`config.mk`:
```
export PLATFORM = sky130hd
export DESIGN_NAME = inj_preempt_seq
export DESIGN_NICKNAME = d
export VERILOG_FILES = /design/src/rtl/inj_preempt_seq.sv
export SDC_FILE = /design/constraint.sdc
export NUM_CORES = 1
export LEC_CHECK = 0
export CAP_MARGIN = 25
export CORE_ASPECT_RATIO = 1.5
export CORE_MARGIN = 1.5
export CORE_UTILIZATION = 25
export CTS_CLUSTER_DIAMETER = 150
export DETAILED_ROUTE_END_ITERATION = 6
export PLACE_DENSITY = 0.62
export SETUP_SLACK_MARGIN = 0.1
export SLEW_MARGIN = 20
export SYNTH_ARGS = -nofsm -noshare
export SYNTH_HDL_FRONTEND = slang
export SYNTH_SLANG_ARGS = --single-unit
```
`constraint.sdc`:
```
create_clock -name clk -period 3 [get_ports clk]
set_input_delay 0.6 -clock clk [delete_from_list [all_inputs] [get_ports clk]]
set_output_delay 0.6 -clock clk [all_outputs]
set_load 0.01 [all_outputs]
```
`src/rtl/inj_preempt_seq.sv`:
```
module inj_preempt_seq #(
  parameter int NCONV = 3,
  parameter int NTRIG = 16,
  parameter int SEL_W = 4,
  parameter int CH_W  = 5,
  parameter int RLEN  = 16,
  parameter int ILEN  = 4,
  localparam int RPW  = $clog2(RLEN),
  localparam int IPW  = $clog2(ILEN)
) (
  input  logic clk,
  input  logic rst_n,
  input  logic [NTRIG-1:0] trig_in,
  input  logic [SEL_W-1:0] trig_sel,
  input  logic [NCONV-1:0] reg_go,
  input  logic [NCONV-1:0] cont_en,
  input  logic [NCONV-1:0][RLEN-1:0][CH_W-1:0] reg_chans,
  input  logic [NCONV-1:0][RPW-1:0] reg_last,
  input  logic [NCONV-1:0][ILEN-1:0][CH_W-1:0] inj_chans,
  input  logic [NCONV-1:0][IPW-1:0] inj_last,
  input  logic [NCONV-1:0] conv_done,
  input  logic [NCONV-1:0] inj_eos_clr,
  input  logic [NCONV-1:0] reg_eos_clr,
  output logic [NCONV-1:0] conv_start,
  output logic [NCONV-1:0] conv_inj,
  output logic [NCONV-1:0][CH_W-1:0] conv_chan,
  output logic [NCONV-1:0] inj_eos,
  output logic [NCONV-1:0] reg_eos,
  output logic inj_skew,
  output logic inj_clash
);

  logic trig_q;
  logic [NCONV-1:0] in_inj, busy;
  wire  trig_now  = trig_in[trig_sel];
  wire  trig_edge = trig_now & ~trig_q;

  always_ff @(posedge clk) begin
    if (!rst_n) begin
      trig_q   <= 1'b0;
      inj_skew <= 1'b0;
    end else begin
      trig_q   <= trig_now;
      inj_skew <= trig_edge && (in_inj != '0) && (in_inj != '1);
    end
  end

  for (genvar c = 0; c < NCONV; c++) begin : g_cv
    logic st_q, kind_q, busy_q, inj_q, ract_q, ieos_q, reos_q;
    logic [CH_W-1:0] ch_q;
    logic [RPW-1:0]  rpos_q;
    logic [IPW-1:0]  ipos_q;
    wire  arm  = reg_go[c] & ~ract_q;
    wire  take = trig_edge & ~inj_q;

    always_ff @(posedge clk) begin
      if (!rst_n) begin
        st_q <= 1'b0; kind_q <= 1'b0; busy_q <= 1'b0; inj_q <= 1'b0;
        ract_q <= 1'b0; ieos_q <= 1'b0; reos_q <= 1'b0;
        ch_q <= '0; rpos_q <= '0; ipos_q <= '0;
      end else begin
        st_q <= 1'b0;
        if (inj_eos_clr[c]) ieos_q <= 1'b0;
        if (reg_eos_clr[c]) reos_q <= 1'b0;
        if (take) begin
          inj_q <= 1'b1; ipos_q <= '0;
          st_q <= 1'b1; kind_q <= 1'b1; busy_q <= 1'b1;
          ch_q <= inj_chans[c][0];
          if (arm) begin ract_q <= 1'b1; rpos_q <= '0; end
        end else if (inj_q) begin
          if (arm) begin ract_q <= 1'b1; rpos_q <= '0; end
          if (conv_done[c]) begin
            if (ipos_q == inj_last[c]) begin
              inj_q <= 1'b0; ieos_q <= 1'b1;
              if (ract_q) begin
                st_q <= 1'b1; kind_q <= 1'b0; ch_q <= reg_chans[c][rpos_q];
              end else if (reg_go[c]) begin
                st_q <= 1'b1; kind_q <= 1'b0; ch_q <= reg_chans[c][0];
              end else begin
                busy_q <= 1'b0;
              end
            end else begin
              ipos_q <= ipos_q + 1'b1;
              st_q <= 1'b1; kind_q <= 1'b1;
              ch_q <= inj_chans[c][ipos_q + 1'b1];
            end
          end
        end else if (ract_q && conv_done[c]) begin
          if (rpos_q == reg_last[c]) begin
            reos_q <= 1'b1;
            if (cont_en[c]) begin
              rpos_q <= '0;
              st_q <= 1'b1; kind_q <= 1'b0; ch_q <= reg_chans[c][0];
            end else begin
              ract_q <= 1'b0; busy_q <= 1'b0;
            end
          end else begin
            rpos_q <= rpos_q + 1'b1;
            st_q <= 1'b1; kind_q <= 1'b0;
            ch_q <= reg_chans[c][rpos_q + 1'b1];
          end
        end else if (arm) begin
          ract_q <= 1'b1; rpos_q <= '0;
          st_q <= 1'b1; kind_q <= 1'b0; busy_q <= 1'b1;
          ch_q <= reg_chans[c][0];
        end
      end
    end

    assign conv_start[c] = st_q;
    assign conv_inj[c]   = kind_q;
    assign conv_chan[c]  = ch_q;
    assign inj_eos[c]    = ieos_q;
    assign reg_eos[c]    = reos_q;
    assign in_inj[c]     = inj_q;
    assign busy[c]       = busy_q;
  end

  always_comb begin
    inj_clash = 1'b0;
    for (int i = 0; i < NCONV; i++)
      for (int j = i + 1; j < NCONV; j++)
        if (in_inj[i] && in_inj[j] && busy[i] && busy[j] && conv_chan[i] == conv_chan[j])
          inj_clash = 1'b1;
  end

endmodule

```
Word-level counts from Yosys, hierarchy flattened --
Index checks and enable logic that the tools add are counted.
Storage, ports and cells: input bits 355, output and inout bits 29, register bits 56, bits in latches 0, memories 0, bits in writable memories 0, memory bits (read-only) 0, logic and storage cells 351
Operators by class: multiply operators 0, add/subtract/negate cells 6, equality and inequality tests 34, shifts and indexed selects 0, reduce and logical (&&, ||, !) cells 36, magnitude comparators 10, divide/modulo/power cells 0, bitwise operators 18, muxes and demuxes 215
Operator list (count):
- $mux W5 | 39
- $mux W1 | 148
- $bmux W5 S4 | 6
- $mux W4 | 18
- $lt A4 B5 Y1 const B | 7
- $bmux W5 S2 | 3
- $ne A5 B5 Y1 const B | 6
- $ne A3 B2 Y1 const B | 9
- $reduce_and A7 Y1 | 3
- $logic_and A1 B1 Y1 | 17
- $eq A5 B5 Y1 | 3
- $add A4 B1 Y4 const B | 3
- $eq A4 B4 Y1 | 3
- $ne A4 B3 Y1 const B | 3
- $ne A4 B4 Y1 const B | 3
- $reduce_and A4 Y1 | 3
- $reduce_bool A4 Y1 | 3
- $not A1 Y1 | 11
- $lt A2 B3 Y1 const B | 3
- $ne A3 B1 Y1 const B | 3
- $reduce_and A3 Y1 | 3
- $and A1 B1 Y1 | 7
- $add A2 B1 Y2 const B | 3
- $eq A2 B2 Y1 | 3
- 5 further kinds | 9

Longest topological paths before layout --
depth in word-level cells 7, mapped depth 10

Least setup slack after synthesis --
OpenSTA, ideal clock, no wires.
kind input port to flip-flop, from input port trig_sel[1], to register g_cv[1].rpos_q[2], path slack 635 ps, path buffers 1, stages on the path 6, data arrival time 2248 ps, setup time 117 ps, cell sequence mux4_1 a2bb2oi_1 a22o_2 buf_2 o311a_1 o22a_1
On the way: longest elaborated chain between the ends 5, elaborated cells on any way between the ends 6, classes of those cells eq/ne: 1; mux: 3; bitwise: 2
Ends and longest elaborated chain:
- start, declared | line 14 | input logic [SEL_W-1:0] trig_sel,
- $bmux W1 S4 (*) | line 35 | wire trig_now = trig_in[trig_sel];
- $mux W1 (implied by the code) (*) | line 35
- $and A1 B1 Y1 (*) | line 36 | wire trig_edge = trig_now & ~trig_q;
- $and A1 B1 Y1 (*) | line 54 | wire take = trig_edge & ~inj_q;
- $ne A5 B5 Y1 (no line) / $mux W4 (equally long branches)
- end signal, assigned | line 98 | rpos_q <= rpos_q + 1'b1;
- end, declared | line 51 | logic [RPW-1:0] rpos_q;
Every way passes the cells marked *; elsewhere a longest branch is shown, timed or not. The select of a mux whose other input is x is not followed. A chain may end at the register's enable or synchronous reset.

Worst setup path in the final report --
from input port trig_sel[1], to register g_cv[2].rpos_q[0]
On the way: longest elaborated chain between the ends 5, elaborated cells on any way between the ends 6, classes of those cells eq/ne: 1; mux: 3; bitwise: 2
Ends and longest elaborated chain (line):
- $bmux W1 S4 (*) | 35
- $mux W1 (implied by the code) (*) | 35
- $and A1 B1 Y1 (*) | 36
- $and A1 B1 Y1 (*) | 54
- $ne A5 B5 Y1 (no line) / $mux W4 (equally long branches)
- end signal, assigned | 98
- end, declared | 51
Marks and branches as above.

==> impl_metrics.ini <==
[status]
status = finished, final reports clean

[placement]
port_buffers = 383
place_area_sq_um = 12300
place.detailed.hpwl_mm = 29.7
dp_slack_ns = -0.190
gp_congestion = 0.950

[synth]
syn_area_sq_um = 7940
syn_nets = 1137
synth_async_sr_flop_share_pct = 0
yosysSeqAreaShare_pct = 14.1
synthCells = 779
syn_area_per_cell_sq_um = 10.2
ys_ff_latch = 56
synthFlopType = dfxtp_1
synth_edf_count = 0
synth_cell_types = 67
ys_warn_count = 0

[timing]
worst_slack_ns = 0.158
clock_skew_ns = 0.00946
setup_violations = 0
slew_headroom_pct = 57.0
setup_tns_ns = 0
worst_slew_pin_slew_ns = 0.644
rsz0062_at_grt = no
timing.final.crit_period_ns = 2.84
fin_crit_sh_pct = 94.7
fmax_ghz = 0.352
maxSlewViolCount = 0
hold_viol = 0

[final_layout]
utilization_pct = 40.1
n_antenna_cell = 0
drive_above_1_share_pct = 18.4
areaGrowthSynthToFinish_pct = 57.3
final_cell_area_sq_um = 12500
nNetsFinal = 1501

[floorplanning]
die-height_microns = 221
die_x_microns = 149
dieArea_sq_um = 32900
boundaryPins = 384
rows = 79
core_area_sq_um = 31100
initial_core_util_pct = 25.5

[grt]
grt_busiest_layer = met2
use_met1_pct = 21.4
grt_pass1_wl_mm = 52.4
grt_use_total_pct = 20.6
grt-ovfl-total = 0
grt_max_degree = 42
gr-usage-met3_pct = 3.24
antenna_found_initial = 0
grt_pass1_vias = 9079
met2_usage_pct = 39.8

[routing]
routed_wl_mm = 35.0
drtPass1Iterations = 5
via_per_inst = 5.54
ant_nets = 0
drc_errors = 0
wl_per_cell_microns = 22.6
vias = 8585
drt_iter0_markers = 434

[critical_path]
crit_required_ns = 3.19
crit_cells = 7
arrival_ns = 3.03
max_stage_delay_ns = 0.56
critPathKind = input port to register
cp_max_fo = 6
path_cells = clkdlybuf4s50_1, mux4_1, a2bb2oi_1, a22o_2, buf_4, o311a_1, mux2_2
worst-path-buf-inv = 2
critical_path.top_delay_family = compound AO/OA/AOI/OAI gates
critPathSlowestCell = mux4_1
cp-end-kind = register
cp-start-kind = input port
r2r_cells = 7

[clocking]
htree_levels = 2
clk_pin_slew_ns = 0.08
clk_latency_ns = 0.29
cts_buffer_depth = 2
cts.sinks = 56
hold_buffers = 0
clockRootBuffer = clkbuf_16
cts_buffers = 5
cts_tree = yes

[worst_hold_path]
hold_path_class = register to register
hold_depth = 2

[power_and_ir_drop]
p_per_area_nw_per_um2 = 258
p_leak_nw = 4.14
peakVddDrop_v = 0.000248

[run]
maxCapViolations = 0
## power by group
part | total (mW) | switching [mW] | internal, mW
registers | 0.920 | 0.106 | 0.814
logic | 1.71 | 0.697 | 1.01
clock network | 0.599 | 0.287 | 0.312
## kinds of logic (layout without fill, tap and decap cells)
kind of cell	count (synthesis)	count (layout)	synth area share (%)
AND/OR/NAND/NOR	184	184	11.3
AO/OA/AOI/OAI	195	195	16.8
multiplexers	195	195	45.8
buffers and inverters	104	469	6.84
flip-flops	56	56	14.1
XOR/XNOR	42	42	4.63
adder cells (fa/ha/maj)	3	3	0.473
## worst reg2reg max path: stages (launching register included)
cell and delay, ns:
dfxtp_2 0.34, ha_1 0.47, buf_12 0.20, mux4_1 0.29
mux4_2 0.48, mux2_4 0.29, a221oi_2 0.23, a21oi_1 0.09
## metrics by stage
stage          hold slack, ns  cells  power [mW]
6_report                0.470   1549        3.23
5_1_grt                 0.490   1549        3.40
4_1_cts                 0.474   1548        3.25
3_5_place_dp            0.460   1540        2.64
3_3_place_gp            0.462   1540        2.61
2_1_floorplan           0.445    779        1.70
## layer usage
layer	vias up	part of all wire, %
met5	-	0
met4	0	4.3
met3	76	6.9
met2	438	54
met1	4191	35
li1	3880	-
## flip-flops by register name, indices dropped and copies added (netlist names)
register,count
g_cv.ipos_q,6
inj_skew,1
g_cv.st_q,3
g_cv.rpos_q,12
g_cv.kind_q,3
g_cv.ract_q,3
g_cv.inj_q,3
g_cv.reos_q,3
g_cv.ieos_q,3
g_cv.ch_q,15
trig_q,1
g_cv.busy_q,3
## cell usage in the layout, fill, tap and decap left out, drive strengths merged, types with 4 or more instances in the layout
master / instances
nor3: 23
nor2b: 12
nand2b: 12
clkbuf: 5
inv: 17
a31oi: 23
o22ai: 7
a22oi: 8
a21o: 4
a211oi: 8
nor3b: 6
mux2i: 57
xor2: 12
a221o: 4
dfxtp: 56
nor4: 8
o221ai: 4
nand3: 18
clkdlybuf4s50: 383
mux2: 8
a41oi: 7
nor2: 48
o211ai: 7
nand2: 36
buf: 60
a22o: 4
o21ai: 43
mux4: 130
o21a: 12
nand4: 8
and2: 8
a21oi: 33
xnor2: 30
a221oi: 8
## path summary, 6_finish.rpt
check,startpoint,end,slack (ns)
setup / recovery,trig_sel[1],g_cv[2].rpos_q[0]$_SDFFE_PN0P_,0.16
hold / removal,g_cv[1].ieos_q$_SDFF_PN0_,g_cv[1].ieos_q$_SDFF_PN0_,0.47
setup reg to reg,g_cv[0].rpos_q[0]$_SDFFE_PN0P_,g_cv[0].ch_q[3]$_SDFFE_PN0P_,0.47
hold reg to reg,g_cv[1].ieos_q$_SDFF_PN0_,g_cv[1].ieos_q$_SDFF_PN0_,0.47
## cell usage after synthesis, drive strengths merged (6+ instances only)
cell / count / area [sq um]
nor2b: 12 / 75.1
o21ai: 43 / 215
nand2: 36 / 135
a221oi: 8 / 76.3
nor4: 8 / 50.1
a22oi: 8 / 60.1
mux2: 8 / 93.8
buf: 52 / 323
nor3b: 6 / 45.0
nand3: 18 / 90.1
nor3: 23 / 115
inv: 16 / 60.1
a21oi: 33 / 165
xnor2: 30 / 263
o211ai: 7 / 52.6
o21a: 12 / 90.1
a41oi: 7 / 68.8
xor2: 12 / 105
a211oi: 8 / 60.1
and2: 8 / 50.1
mux2i: 57 / 571
nand4: 8 / 50.1
clkbuf: 34 / 153
mux4: 130 / 2970
nand2b: 12 / 75.1
nor2: 48 / 180
dfxtp: 56 / 1120
o22ai: 7 / 43.8
a31oi: 23 / 144
## what timing repair did
action	CTS	global route
resized for setup	0	4
setup endpoints to repair	0	18
setup buffers	0	1
## final cells by class
type                       count  area (sq um)
clock buffer                   5           125
clock inverter                 3          21.3
fill                        3058         18600
inverter                      18          67.6
multi-input combinational    619          6310
sequential                    56          1120
tap                          405           507
timing repair buffer         443          4330
Power figures use the tool's default switching activity.
